**config.mk**
```make
export PLATFORM = sky130hd
export DESIGN_NAME = irq_vector_arbiter
export DESIGN_NICKNAME = d
export VERILOG_FILES = /design/src/rtl/irqv_pkg.sv /design/src/rtl/irqv_vec_bank.sv /design/src/rtl/irqv_rr_pick.sv /design/src/rtl/irqv_serve_ptr.sv /design/src/rtl/irq_vector_arbiter.sv
export SDC_FILE = /design/constraint.sdc
export NUM_CORES = 1
export LEC_CHECK = 0
export BUFFER_PORTS_ARGS = -buffer_cell sky130_fd_sc_hd__buf_4
export CAP_MARGIN = 20
export CORE_MARGIN = 5
export CORE_UTILIZATION = 35
export CTS_BUF_LIST = sky130_fd_sc_hd__clkbuf_4 sky130_fd_sc_hd__clkbuf_8
export CTS_CLUSTER_DIAMETER = 100
export DETAILED_ROUTE_END_ITERATION = 10
export GPL_ROUTABILITY_DRIVEN = 1
export PLACE_DENSITY = 0.59
export SLEW_MARGIN = 10
export SYNTH_ARGS = -nofsm -noshare
export SYNTH_HDL_FRONTEND = slang
export SYNTH_SLANG_ARGS = --single-unit
```
**constraint.sdc**
```tcl
create_clock -name clk -period 4.15 [get_ports clk]
set_clock_uncertainty 0.1 [all_clocks]
set_input_delay 0.83 -clock clk [delete_from_list [all_inputs] [get_ports clk]]
set_output_delay 0.83 -clock clk [all_outputs]
set_load 0.005 [all_outputs]
```
**src/rtl/irqv_pkg.sv**
```systemverilog
package irqv_pkg;
   // Width of a port index; never below one bit.
   function automatic int unsigned sel_width(input int unsigned n);
      return (n < 2) ? 1 : $clog2(n);
   endfunction
endpackage

```
**src/rtl/irqv_vec_bank.sv**
```systemverilog
module irqv_vec_bank #(
   parameter int unsigned NUM_PORTS = 3,
   parameter int unsigned VEC_W     = 8,
   parameter int unsigned SEL_W     = 2
) (
   input  logic                       clk,
   input  logic                       rst_n,
   input  logic                       wr_en,
   input  logic [SEL_W-1:0]           wr_sel,
   input  logic [VEC_W-1:0]           wr_data,
   output logic [NUM_PORTS*VEC_W-1:0] vec_flat
);
   for (genvar g = 0; g < NUM_PORTS; g++) begin : g_port
      logic [VEC_W-1:0] slot_q;
      always_ff @(posedge clk or negedge rst_n) begin
         if (!rst_n) begin
            slot_q <= '0;
         end else if (wr_en && (wr_sel == SEL_W'(g))) begin
            slot_q <= wr_data;
         end
      end
      assign vec_flat[g*VEC_W +: VEC_W] = slot_q;
   end
endmodule

```
**src/rtl/irqv_rr_pick.sv**
```systemverilog
module irqv_rr_pick #(
   parameter int unsigned NUM_PORTS = 3,
   parameter int unsigned SEL_W     = 2
) (
   input  logic [NUM_PORTS-1:0] req,
   input  logic [SEL_W-1:0]     last,
   output logic [NUM_PORTS-1:0] grant
);
   // Search from the port after 'last', wrapping; first hit wins.
   always_comb begin
      logic found;
      int   idx;
      grant = '0;
      found = 1'b0;
      for (int k = 1; k <= int'(NUM_PORTS); k++) begin
         idx = (int'(last) + k) % int'(NUM_PORTS);
         if (!found && req[idx]) begin
            grant[idx] = 1'b1;
            found      = 1'b1;
         end
      end
   end
endmodule

```
**src/rtl/irqv_serve_ptr.sv**
```systemverilog
module irqv_serve_ptr #(
   parameter int unsigned NUM_PORTS = 3,
   parameter int unsigned SEL_W     = 2
) (
   input  logic                 clk,
   input  logic                 rst_n,
   input  logic                 advance,
   input  logic [NUM_PORTS-1:0] grant,
   output logic [SEL_W-1:0]     last
);
   logic [SEL_W-1:0] enc;

   always_comb begin
      enc = '0;
      for (int k = 0; k < int'(NUM_PORTS); k++) begin
         if (grant[k]) enc = SEL_W'(k);
      end
   end

   always_ff @(posedge clk or negedge rst_n) begin
      if (!rst_n) begin
         last <= SEL_W'(NUM_PORTS - 1);
      end else if (advance && (grant != '0)) begin
         last <= enc;
      end
   end
endmodule

```
**src/rtl/irq_vector_arbiter.sv**
```systemverilog
module irq_vector_arbiter #(
   parameter int unsigned NUM_PORTS = 3,
   parameter int unsigned VEC_W     = 8,
   localparam int unsigned SEL_W    = irqv_pkg::sel_width(NUM_PORTS)
) (
   input  logic                 clk,
   input  logic                 rst_n,
   input  logic [NUM_PORTS-1:0] req_i,
   input  logic                 glb_en_i,
   output logic                 irq_o,
   input  logic                 iack_i,
   output logic [VEC_W-1:0]     vec_o,
   input  logic                 wr_en_i,
   input  logic [SEL_W-1:0]     wr_sel_i,
   input  logic [VEC_W-1:0]     wr_data_i,
   input  logic [SEL_W-1:0]     rd_sel_i,
   output logic [VEC_W-1:0]     rd_data_o
);
   if (NUM_PORTS < 2) begin : g_bad_ports
      $error("irq_vector_arbiter: NUM_PORTS must be at least 2");
   end
   if (VEC_W < 1) begin : g_bad_width
      $error("irq_vector_arbiter: VEC_W must be at least 1");
   end

   logic [NUM_PORTS*VEC_W-1:0] vec_flat;
   logic [NUM_PORTS-1:0]       grant;
   logic [SEL_W-1:0]           last_srv;
   logic [VEC_W-1:0]           pick_vec;

   irqv_vec_bank #(.NUM_PORTS(NUM_PORTS), .VEC_W(VEC_W), .SEL_W(SEL_W)) u_bank (
      .clk(clk), .rst_n(rst_n), .wr_en(wr_en_i), .wr_sel(wr_sel_i),
      .wr_data(wr_data_i), .vec_flat(vec_flat));

   irqv_rr_pick #(.NUM_PORTS(NUM_PORTS), .SEL_W(SEL_W)) u_pick (
      .req(req_i), .last(last_srv), .grant(grant));

   irqv_serve_ptr #(.NUM_PORTS(NUM_PORTS), .SEL_W(SEL_W)) u_ptr (
      .clk(clk), .rst_n(rst_n), .advance(iack_i), .grant(grant), .last(last_srv));

   // One-hot AND-OR select; zero when nothing is granted.
   always_comb begin
      pick_vec = '0;
      for (int k = 0; k < int'(NUM_PORTS); k++) begin
         pick_vec = pick_vec | ({VEC_W{grant[k]}} & vec_flat[k*VEC_W +: VEC_W]);
      end
   end

   always_ff @(posedge clk or negedge rst_n) begin
      if (!rst_n) begin
         vec_o <= '0;
      end else if (iack_i) begin
         vec_o <= pick_vec;
      end
   end

   always_comb begin
      rd_data_o = '0;
      for (int k = 0; k < int'(NUM_PORTS); k++) begin
         if (rd_sel_i == SEL_W'(k)) rd_data_o = vec_flat[k*VEC_W +: VEC_W];
      end
   end

   assign irq_o = glb_en_i & (|req_i);
endmodule

```
==> results.cfg, run 1 <==
[status]
status = finished, final reports clean

[floorplanning]
die_area_um2 = 6960
core_um2 = 5170
core.rowCount = 26
ioPinCount = 37
die_w_um = 83.4
start_util_pct = 36.5
die_y_um = 83.4

[global_route]
grt_pass1_vias = 1583
grt_usage_pct = 14.0
grt_pass1_wl_mm = 7.85
grt_overflow = 0
grt_max_degree = 35
antenna_found_initial = 0

[final_layout]
layout-drive-gt1-share_pct = 34.8
antenna_cells = 0
syn_to_final_growth_pct = 22.2
final_area_um2 = 2310
final_cells = 280
fin_nets = 233

[hold_path]
holdCritPathClass = in -> async

[power]
ir_drop_v = 0.000250
p_int_w = 0.000872
p_leak_nw = 0.986
p_sw_share_pct = 38.1
p_per_area_nw_per_um2 = 610
p_sw_w = 0.000536
clockPowerShare_pct = 17.8
pwr-share-comb_pct = 46.9
pwr-share-seq_pct = 35.2
totalPowerFinal_w = 0.00141

[synthesis]
synthFlopType = dfrtp_1
synthArstFlopShare_pct = 100
yosysWarningCount = 0
syn_area_um2 = 1890
synthTopCellsByCount = dfrtp_1, mux2_2, o21ai_0, nand2_1
synth_area_leader_cell = dfrtp_1
syn_avg_cell_area_um2 = 10.9
synth_area_leaders = dfrtp_1, mux2_2, mux2i_1
ys_seq_area_share_pct = 45.1
syn_inst = 173
yosysTopAreaCellShare_pct = 43.7
synth.distinct_cells = 37
synth_seq_cells = 34
synth-edff-count = 0
yosysMostFrequentCell = dfrtp_1
synth_fp_nets = 197

[worst_setup_path]
critPathMaxFanout = 9
startpoint_type = primary input
crit_type = in -> out
cp_data_required_time_ps = 3220
crit_arrival_ps = 1920
setup.worst_path.end_class = primary output

[placement]
portBuffers = 36
place_congestion = 0.711
dpl.cell_count = 272
dp_hpwl_mm = 3.23
post_dp_cell_area_um2 = 2220

[cts]
cts_buffers = 5
cts_setup_buffers = 0
clockBufferDepth = 2
cts-root-buf = clkbuf_8
cts_resized = 0
cts_tree = done
cts_hold_buf = 0
cts_sinks = 34
path_clk_slew_ps = 60
cts_max_level = 2
clkLatencyLatePin_ps = 290

[timing]
tightestPinTransition_ps = 809
holdWs_ps = 385
tns_ps = 0
period_share_pct = 68.7
hold_violations = 0
maxSlewViolCount = 0
grt_setup_unrepaired = no
min_period_ps = 2850
setup_viol = 0
fmax_mhz = 351
relSlewSlack_pct = 45.7

[route]
drt_first_pass_iters = 4
viasPerCell = 5.37
drtIter0Drc = 83
vias = 1503
wl_mm = 4.64
wl_per_cell_um = 16.6
ant_nets = 0
drc = 0

[flow_run]
maxCapViolCount = 0
-- power groups by stage --
stage	clock (W)	combinational, W	sequential, W
floorplan	0	0.000449	0.000488
global route	0.000276	0.000737	0.000508
global placement	0	0.000658	0.000501
detailed placement	0	0.000665	0.000500
CTS	0.000259	0.000667	0.000496
finish	0.000251	0.000661	0.000496
-- cells in the final DEF (no fill, tap or decap), types with 2 or more instances in the layout --
master    count
o31a_1        2
clkbuf_4      3
dfrtp_1      33
nand3b_1      3
nand2b_1      3
nand3_1       2
a221oi_1      2
nor2b_1       4
ha_1          4
a31oi_1       8
a32oi_1       9
clkbuf_8      5
mux2i_1      11
o21ai_1       2
inv_1         4
o21ai_0      16
nor2_1       11
mux2_2       24
nand2_1      12
buf_4        36
-- cell type report --
| class | instances | area (µm²) |
|---|---|---|
| inverters | 4 | 15.0 |
| fillers | 501 | 2870 |
| well taps | 70 | 87.6 |
| clock buffers | 8 | 91.3 |
| repair buffers | 36 | 270 |
| multi-input cells | 128 | 991 |
| flip-flops and latches | 34 | 852 |
-- metal layers --
metal	part of all wire (%)	global-route usage [%]
met5	0	0
met4	1.8	4.53
met3	5.3	3.86
met2	47	22.9
met1	46	17.9
-- state kept, by name (all words and copies together) (netlist names) --
register and count:
u_bank.g_port.slot_q 24, vec_o 8, u_ptr.last 2
-- worst max-delay path: stages --
cell,delay (ps)
buf_4,170
nor2b_1,540
nand2_1,110
o21ai_0,120
buf_4,150
-- logic make-up after synthesis --
| kind of cell | synth area share, % |
|---|---|
| and+or+nand+nor | 12.1 |
| adders and majority gates | 2.65 |
| DFF | 45.1 |
| muxes | 20.1 |
| buffers and inverters | 2.38 |
| AOI/OAI and AO/OA | 17.6 |
-- metrics by stage --
stage	setup slack [ps]	util (%)
CTS	1250	44.6
global route	1130	44.6
detailed placement	1260	42.8
global placement	1310	42.8
floorplan	1600	-
finish	1300	44.6
-- worst paths after layout --
| path | slack (ps) | from | cells past startpoint | end |
|---|---|---|---|---|
| max | 1300 | rd_sel_i[0] | 5 | rd_data_o[5] |
| min | 390 | rst_n | 1 | u_bank.g_port[0].slot_q[0] |
| max reg2reg | 1540 | u_ptr.last[0] | 7 | vec_o[2] |
| min reg2reg | 430 | u_bank.g_port[0].slot_q[6] | 1 | u_bank.g_port[0].slot_q[6] |
| max in group asynchronous | 3220 | rst_n | 1 | u_ptr.last[1] |
| min in group clk | 430 | u_bank.g_port[0].slot_q[6] | 1 | u_bank.g_port[0].slot_q[6] |
(Power assumes the default switching activity.)
==> run 2: changes to the inputs <==
Settings changed: ABC_AREA from default to 1.
Clock period 4.15 ns to 3 ns, I/O delays scaled along.
==> results.cfg, run 2 <==
[worst_setup_path]
cpPeakStageDelay_ps = 520
path_cells = buf_4 > nor2_1 > nand2_1 > nand3_1 > buf_4
setup.worst_path.end_class = primary output
crit_type = in -> out
crit_top_cell = buf_4
crit_arrival_ps = 1620
startpoint_type = primary input
critPathMaxFanout = 8
slowest_stage = nor2_1
cp_data_required_time_ps = 2300

[global_route]
antenna_found_initial = 0
grt_usage_pct = 13.9
grt_pass1_vias = 1682
grt_pass1_wl_mm = 8.01
grt_max_degree = 35
grt_overflow = 0

[synthesis]
syn_inst = 273
syn_avg_cell_area_um2 = 6.93
yosys.area_share.simple_pct = 37.6
synthFlopType = dfrtp_1
synth_seq_cells = 34
synthAdderAreaFrac_pct = 2.64
synth_fp_nets = 297
yosysWarningCount = 0
synth_top_family_by_area = simple AND/OR/NAND/NOR gates
synth_area_leaders = dfrtp_1, nand2_1, nand3_1
synthTopCellsByCount = nand2_1, dfrtp_1, nor2_1
synth_mux_area_share_pct = 0
ys_seq_area_share_pct = 45.0
synth_area_leader_cell = dfrtp_1
synth_xor_area_share_pct = 0
synth.distinct_cells = 17
yosysMostFrequentCell = nand2_1
synth_compound_area_share_pct = 8.39
yosysTopAreaCellShare_pct = 43.6
synth-edff-count = 0
syn_area_um2 = 1890
synthArstFlopShare_pct = 100

[cts]
cts_max_level = 2
clockBufferDepth = 2
cts_resized = 0
cts_tree = done
clkLatencyLatePin_ps = 280
path_clk_slew_ps = 70
cts_buffers = 5
cts-root-buf = clkbuf_8
cts_hold_buf = 0
cts_sinks = 34
cts_setup_buffers = 0

[floorplanning]
core.rowCount = 26
die_y_um = 83.5
start_util_pct = 36.6
die_w_um = 83.5
ioPinCount = 37
die_area_um2 = 6980
core_um2 = 5170

[placement]
portBuffers = 36
place_ws_ps = 695
place_congestion = 0.891
dp_hpwl_mm = 3.43

[timing]
holdWs_ps = 161
fin_ws_ps = 680
maxSlewViolCount = 0
hold_violations = 0
grt_setup_unrepaired = no
min_period_ps = 2320
tightestPinTransition_ps = 659
tns_ps = 0
setup_viol = 0
period_share_pct = 77.3
fmax_mhz = 431
relSlewSlack_pct = 55.9

[final_layout]
antenna_cells = 0
layout-drive-gt1-share_pct = 15.5
final_cell_mix = nand2_1, buf_4, nor2_1, dfrtp_1
max_flop_register = u_bank.g_port.slot_q
fin_nets = 334
mostFrequentLayoutCell = nand2_1
final.fill_count = 552
reg_top3 = u_bank.g_port.slot_q (24), vec_o (8), u_ptr.last (2)
syn_to_final_growth_pct = 21.9
largest_reg_flops = 24

[hold_path]
holdCritPathClass = in -> async

[route]
ant_nets = 0
drtIter0Drc = 90
wl_per_cell_um = 12.3
drc = 0
viasPerCell = 4.68
vias = 1775
wl_mm = 4.66
drt_first_pass_iters = 4

[power]
ir_drop_v = 0.000383
p_leak_nw = 1.24
p_per_area_nw_per_um2 = 834

[flow_run]
maxCapViolCount = 0

[status]
status = finished, final reports clean
[run 2: layout make-up]
type | instances | area, µm² | area share (%)
clock buffer | 6 | 82.6 | 3.58
inverter | 25 | 93.8 | 4.07
multi-input combinational | 208 | 921 | 39.9
sequential | 34 | 852 | 36.9
tap | 70 | 87.6 | 3.80
timing repair buffer | 36 | 270 | 11.7
[run 2: logic make-up after synthesis]
family | count (synthesis)
compound gates | 29
fa+ha+maj | 4
buf+inv | 31
flops | 34
simple gates | 175
[run 2: metal layers]
layer	part of all wire, %	vias to the layer above	global-route usage, %
met3	6.7	8	4.24
met4	1.3	0	3.95
met1	51	785	19.3
li1	-	928	-
met5	0	-	0
met2	41	54	20.9
[run 2: through the flow]
step / total power (W) / utilization (%) / instance area [µm²] / instances
after floorplan: 0.00131 / - / 1890 / 273
after global placement: 0.00160 / 43.0 / 2220 / 373
after detailed placement: 0.00161 / 43.0 / 2220 / 373
after CTS: 0.00194 / 44.6 / 2310 / 379
after global routing: 0.00210 / 44.6 / 2310 / 379
final: 0.00192 / 44.6 / 2310 / 379
[run 2: critical path, delay by kind of cell]
family,cells,cell delay (ps)
and+or+nand+nor,3,780
buffers and inverters,2,240
[run 2: report_power, final]
group | internal, W | switching (W) | leakage, nW | total, W
Sequential | 0.000584 | 0.0000912 | 0.418 | 0.000675
Clock | 0.000177 | 0.000151 | 0.0431 | 0.000328
Combinational | 0.000350 | 0.000571 | 0.774 | 0.000921
[run 2: path summary, 6_finish.rpt]
path                                         endpoint  depth (start not counted)          start  slack, ps
setup reg to reg                             vec_o[6]                         12  u_ptr.last[0]        740
hold / removal             u_bank.g_port[2].slot_q[6]                          1          rst_n        160
setup / recovery                         rd_data_o[4]                          5    rd_sel_i[1]        680
min in group clk                        u_ptr.last[1]                          2  u_ptr.last[1]        390
max in group asynchronous               u_ptr.last[1]                          1          rst_n       2300
hold reg to reg                         u_ptr.last[1]                          2  u_ptr.last[1]        390
